==> src/rtl/icp_pkg.sv <==
package icp_pkg;
  localparam logic [1:0] A_PEND = 2'd0;
  localparam logic [1:0] A_THR  = 2'd1;
  localparam logic [1:0] A_IPI  = 2'd2;
endpackage

==> src/rtl/icp_arb.sv <==
module icp_arb #(
  parameter int PRIO_W   = 8,
  parameter int SRC_W    = 4,
  parameter int VEC_W    = 24,
  parameter int IPI_VEC  = 2,
  parameter int EXT_BASE = 16
) (
  input  logic [PRIO_W-1:0] ipi_prio_i,
  input  logic [SRC_W-1:0]  ext_src_i,
  input  logic [PRIO_W-1:0] ext_prio_i,
  input  logic [PRIO_W-1:0] cur_prio_i,
  output logic [PRIO_W-1:0] win_prio_o,
  output logic [VEC_W-1:0]  win_vec_o,
  output logic              present_o
);
  localparam logic [PRIO_W-1:0] MASKED = '1;

  logic ipi_v, ext_v, take_ipi;

  always_comb begin
    ipi_v    = (ipi_prio_i != MASKED);
    ext_v    = (ext_prio_i != MASKED);
    // tie favours the software request
    take_ipi = ipi_v && (!ext_v || (ipi_prio_i <= ext_prio_i));
    if (take_ipi) begin
      win_prio_o = ipi_prio_i;
      win_vec_o  = VEC_W'(IPI_VEC);
    end else if (ext_v) begin
      win_prio_o = ext_prio_i;
      win_vec_o  = VEC_W'(EXT_BASE) + VEC_W'(ext_src_i);
    end else begin
      win_prio_o = MASKED;
      win_vec_o  = '0;
    end
    present_o = (win_prio_o < cur_prio_i);
  end
endmodule

==> src/rtl/icp_regs.sv <==
module icp_regs #(
  parameter int PRIO_W  = 8,
  parameter int VEC_W   = 24,
  parameter int IPI_VEC = 2
) (
  input  logic                    clk_i,
  input  logic                    rst_ni,
  input  logic                    pend_rd_i,
  input  logic                    pend_wr_i,
  input  logic                    thr_wr_i,
  input  logic                    ipi_wr_i,
  input  logic [PRIO_W+VEC_W-1:0] wdata_i,
  input  logic [PRIO_W-1:0]       win_prio_i,
  input  logic                    present_i,
  output logic [PRIO_W-1:0]       cur_prio_o,
  output logic [PRIO_W-1:0]       ipi_prio_o,
  output logic                    irq_o
);
  localparam int DATA_W = PRIO_W + VEC_W;
  localparam logic [PRIO_W-1:0] MASKED = '1;

  logic [PRIO_W-1:0] cur_q, ipi_q;
  logic              irq_q;

  always_ff @(posedge clk_i or negedge rst_ni) begin
    if (!rst_ni) begin
      cur_q <= '0;
      ipi_q <= MASKED;
      irq_q <= 1'b0;
    end else begin
      irq_q <= present_i && !pend_rd_i;
      if (pend_rd_i && present_i) begin
        cur_q <= win_prio_i;
      end else if (pend_wr_i) begin
        cur_q <= wdata_i[DATA_W-1 -: PRIO_W];
      end else if (thr_wr_i) begin
        cur_q <= wdata_i[PRIO_W-1:0];
      end
      if (pend_wr_i && (wdata_i[VEC_W-1:0] == VEC_W'(IPI_VEC))) begin
        ipi_q <= MASKED;
      end else if (ipi_wr_i) begin
        ipi_q <= wdata_i[PRIO_W-1:0];
      end
    end
  end

  assign cur_prio_o = cur_q;
  assign ipi_prio_o = ipi_q;
  assign irq_o      = irq_q;
endmodule

==> src/rtl/irq_presenter.sv <==
module irq_presenter #(
  parameter int PRIO_W   = 8,
  parameter int SRC_W    = 4,
  parameter int VEC_W    = 24,
  parameter int IPI_VEC  = 2,
  parameter int EXT_BASE = 16
) (
  input  logic                    clk_i,
  input  logic                    rst_ni,
  input  logic                    req_i,
  input  logic                    we_i,
  input  logic [1:0]              addr_i,
  input  logic [PRIO_W+VEC_W-1:0] wdata_i,
  output logic [PRIO_W+VEC_W-1:0] rdata_o,
  input  logic [SRC_W-1:0]        ext_src_i,
  input  logic [PRIO_W-1:0]       ext_prio_i,
  output logic                    irq_o
);
  import icp_pkg::*;
  localparam int DATA_W = PRIO_W + VEC_W;

  logic [PRIO_W-1:0] cur_prio, ipi_prio, win_prio;
  logic [VEC_W-1:0]  win_vec;
  logic              present;
  logic              pend_rd, pend_wr, thr_wr, ipi_wr;

  assign pend_rd = req_i && !we_i && (addr_i == A_PEND);
  assign pend_wr = req_i &&  we_i && (addr_i == A_PEND);
  assign thr_wr  = req_i &&  we_i && (addr_i == A_THR);
  assign ipi_wr  = req_i &&  we_i && (addr_i == A_IPI);

  icp_arb #(
    .PRIO_W(PRIO_W), .SRC_W(SRC_W), .VEC_W(VEC_W),
    .IPI_VEC(IPI_VEC), .EXT_BASE(EXT_BASE)
  ) u_arb (
    .ipi_prio_i(ipi_prio),
    .ext_src_i (ext_src_i),
    .ext_prio_i(ext_prio_i),
    .cur_prio_i(cur_prio),
    .win_prio_o(win_prio),
    .win_vec_o (win_vec),
    .present_o (present)
  );

  icp_regs #(
    .PRIO_W(PRIO_W), .VEC_W(VEC_W), .IPI_VEC(IPI_VEC)
  ) u_regs (
    .clk_i     (clk_i),
    .rst_ni    (rst_ni),
    .pend_rd_i (pend_rd),
    .pend_wr_i (pend_wr),
    .thr_wr_i  (thr_wr),
    .ipi_wr_i  (ipi_wr),
    .wdata_i   (wdata_i),
    .win_prio_i(win_prio),
    .present_i (present),
    .cur_prio_o(cur_prio),
    .ipi_prio_o(ipi_prio),
    .irq_o     (irq_o)
  );

  always_comb begin
    unique case (addr_i)
      A_PEND:  rdata_o = {cur_prio, present ? win_vec : VEC_W'(0)};
      A_THR:   rdata_o = DATA_W'(cur_prio);
      A_IPI:   rdata_o = DATA_W'(ipi_prio);
      default: rdata_o = '0;
    endcase
  end
endmodule

==> config.mk <==
export PLATFORM = sky130hd
export DESIGN_NAME = irq_presenter
export DESIGN_NICKNAME = d
export VERILOG_FILES = /design/src/rtl/icp_pkg.sv /design/src/rtl/icp_arb.sv /design/src/rtl/icp_regs.sv /design/src/rtl/irq_presenter.sv
export SDC_FILE = /design/constraint.sdc
export NUM_CORES = 1
export LEC_CHECK = 0
export ABC_AREA = 1
export BUFFER_PORTS_ARGS = -buffer_cell sky130_fd_sc_hd__buf_2
export CAP_MARGIN = 10
export CORE_UTILIZATION = 25
export DETAILED_ROUTE_END_ITERATION = 10
export PLACE_DENSITY = 0.56
export SLEW_MARGIN = 20
export SYNTH_ARGS = -nofsm -noshare
export SYNTH_HDL_FRONTEND = slang
export SYNTH_SLANG_ARGS = --single-unit
==> constraint.sdc <==
create_clock -name clk_i -period 11.3 [get_ports clk_i]
set_input_delay 2.26 -clock clk_i [delete_from_list [all_inputs] [get_ports clk_i]]
set_output_delay 2.26 -clock clk_i [all_outputs]
set_load 0.1 [all_outputs]
==> flow_summary.ini <==
[yosys]
synth_seq_area_share = 0.228
synth_ff_type = dfrtp_1
yosys.area.top_type = nand2_1
ys_types = 30
async_flop_share = 1.00
avgSynthCellArea_um2 = 6.42
syn_inst = 297
synth.area.top_cells = nand2_1 18%, dfrtp_1 12%, dfstp_2 11%, ha_1 9.8%, inv_1 7.7%
synth_warnings = 0
synth_top_area_share = 0.175
synth_edf_count = 0
ys_seq_elements = 17
synth_area_um2 = 1910

[layout]
multi_input_area_um2 = 1190
fillCellCount = 859
insertedDiodeCount = 0
seqCellArea_um2 = 435
areaGrowthSynthToFinish_pct = 21.3
nets = 426
fin_cells = 459
layout-drive-gt1-share = 0.272

[critical_path]
required_ps = 9040
endpoint_kind = primary output
worst-path-max-fanout = 17
critPathMaxStageDelay_ps = 420
cpLargestDelayFamily = compound AO/OA/AOI/OAI gates
crit_arrival_ps = 5220
cp_common_cell = nand2_1
startpoint_type = input port
r2r_start = u_regs.ipi_prio_o[0]
slowest_stage = buf_2
crit_start = ext_prio_i[7]
crit_buf_inv = 5
cp_cell_sequence = buf_2 -> inv_1 -> ha_1 -> nand2_1 -> nor2_1 -> nand2_1 -> nand2_1 -> inv_2 -> nand2_4 -> nand2_4 -> o21ai_0 -> ha_1 -> a21oi_1 -> nor2_1 -> a211oi_1 -> buf_4 -> a31o_1 -> buf_2
critical_path_class = input port to primary output

[job]
max-cap-violations = 0

[sta]
tightest_slew_ps = 729
max_slew_margin = 0.512
whs_ps = 506
fmax_mhz = 134
finalHoldViolations = 0
slew_violations = 0
setup_viol = 0
fin_crit_ps = 7480
skew_ps = 2.89
post-route-period-util = 0.662
grt_setup_unrepaired = no
setup_ws_ps = 3820
tns_ps = 0

[grt]
grt_max_degree = 18
grt_overflow = 0
grt_usage = 0.154
grt_pass1_wl_um = 9380
antenna_found_initial = 0
grt_pass1_vias = 1973

[power_and_ir_drop]
power.leakage_nw = 1.31
pwr_density_cell_nw_per_um2 = 188
vdd_drop_max_mv = 0.0431

[drt]
drt_iter0_markers = 90
ant_nets = 0
drt_first_pass_iters = 4
drc = 0
via_count = 2061
viasPerCell = 4.49
wl_per_cell_um = 12.5
routed_wl_um = 5740

[placed_design]
gp_congestion = 0.859
dp.cells = 455
hpwl_um = 4860
dp_slack_ps = 3840
port_buffers = 66

[floorplanning]
coreArea_um2 = 7290
die-width_um = 89.3
fp.dieArea_um2 = 7980
die_y_um = 89.3
initial_core_util = 0.261
io_pins = 83
rows = 31

[clock_network]
cts_buffer_depth = 2
cts_setup_buffers = 0
numCtsBuffers = 3
clk_latency_ps = 250
cts_tree = done
htree_levels = 1
cts-resized-gates = 0
cts_sinks = 17
path_clk_slew_ps = 60
clockRootBuffer = clkbuf_8
postCtsHoldBufs = 0

[outcome]
status = complete, no violations

[worst_hold_path]
min_from = u_regs.cur_prio_o[5]
min_path_type = flip-flop to flip-flop
-- metal layers --
layer	share of wire	up-vias	track usage
met5	0	-	0
met4	0.0087	0	0.0332
met3	0.064	7	0.0157
met2	0.42	85	0.246
met1	0.51	915	0.222
li1	-	1054	-
-- power breakdown --
| group | switching (mW) | internal (mW) |
|---|---|---|
| registers | 0.0132 | 0.0835 |
| clock network | 0.0206 | 0.0244 |
| logic | 0.222 | 0.0693 |
| total | 0.256 | 0.177 |
-- layout by cell type (no fill, tap or decap), types with 6 or more instances in the layout --
| cell | n |
|---|---|
| inv_1 | 39 |
| dfstp_2 | 8 |
| nand3_1 | 15 |
| buf_2 | 66 |
| nor2_1 | 24 |
| nand4_1 | 9 |
| ha_1 | 15 |
| dfrtp_1 | 9 |
| a21oi_1 | 6 |
| nand2_1 | 89 |
| inv_2 | 8 |
| o22ai_1 | 8 |
| conb_1 | 16 |
| nor4_1 | 7 |
| o21ai_0 | 15 |
-- final cells by class --
type | instances | share of cell area
clock buffers | 3 | 0.0179
well taps | 99 | 0.0536
multi-input cells | 224 | 0.514
clock inverters | 1 | 0.00217
inverters | 48 | 0.0780
repair buffers | 67 | 0.146
flip-flops and latches | 17 | 0.188
-- path summary, 6_finish.rpt --
kind / slack (ps) / endpoint / cells after the start
min reg2reg: 510 / u_regs.cur_prio_o[5] / 2
min in group asynchronous: 1930 / u_regs.irq_o / 1
min: 510 / u_regs.cur_prio_o[5] / 2
max reg2reg: 8050 / u_regs.cur_prio_o[0] / 19
max: 3820 / rdata_o[1] / 18
max in group asynchronous: 9050 / u_regs.ipi_prio_o[4] / 1
-- cell families after synthesis --
group,Yosys count,synth area share
buf+inv,71,0.178
compound gates,36,0.110
other cells,1,0.00197
simple gates,153,0.359
flops,17,0.228
fa+ha+maj,15,0.0985
mux,4,0.0236
-- synth_stat cells (all sizes together) (3+ instances only) --
cell and n:
a21oi 6, buf 19, clkbuf 4, dfrtp 9
dfstp 8, ha 15, inv 47, mux2 4
nand2 94, nand3 16, nand4 9, nor2 24
nor4 7, o211ai 3, o21ai 15, o22ai 8
-- flip-flops by register name, indices dropped and copies added (netlist names) --
name,flops
u_regs.cur_prio_o,8
u_regs.ipi_prio_o,8
u_regs.irq_o,1
-- through the flow --
step	instance area (um2)	power [mW]	utilization
after floorplan	1960	0.332	-
after global placement	2260	0.384	0.311
after detailed placement	2260	0.388	0.311
after CTS	2310	0.434	0.317
after global routing	2310	0.467	0.317
final	2310	0.433	0.317
-- worst reg2reg max path, stage by stage (launching register included) --
cell and delay [ps]:
dfstp_2 570, inv_1 80, ha_1 270, nand2_1 40, nor2_1 80, nand2_1 60, nand2_1 80, inv_2 40
nand2_4 70, nand2_4 110, o21ai_0 350, ha_1 320, a21oi_1 150, nor2_1 50, a211oi_1 230, buf_4 250
nand3_4 190, nand2_1 150, nand2_1 60, nand2_1 60
No activity file was read; power rests on OpenSTA's default activity.
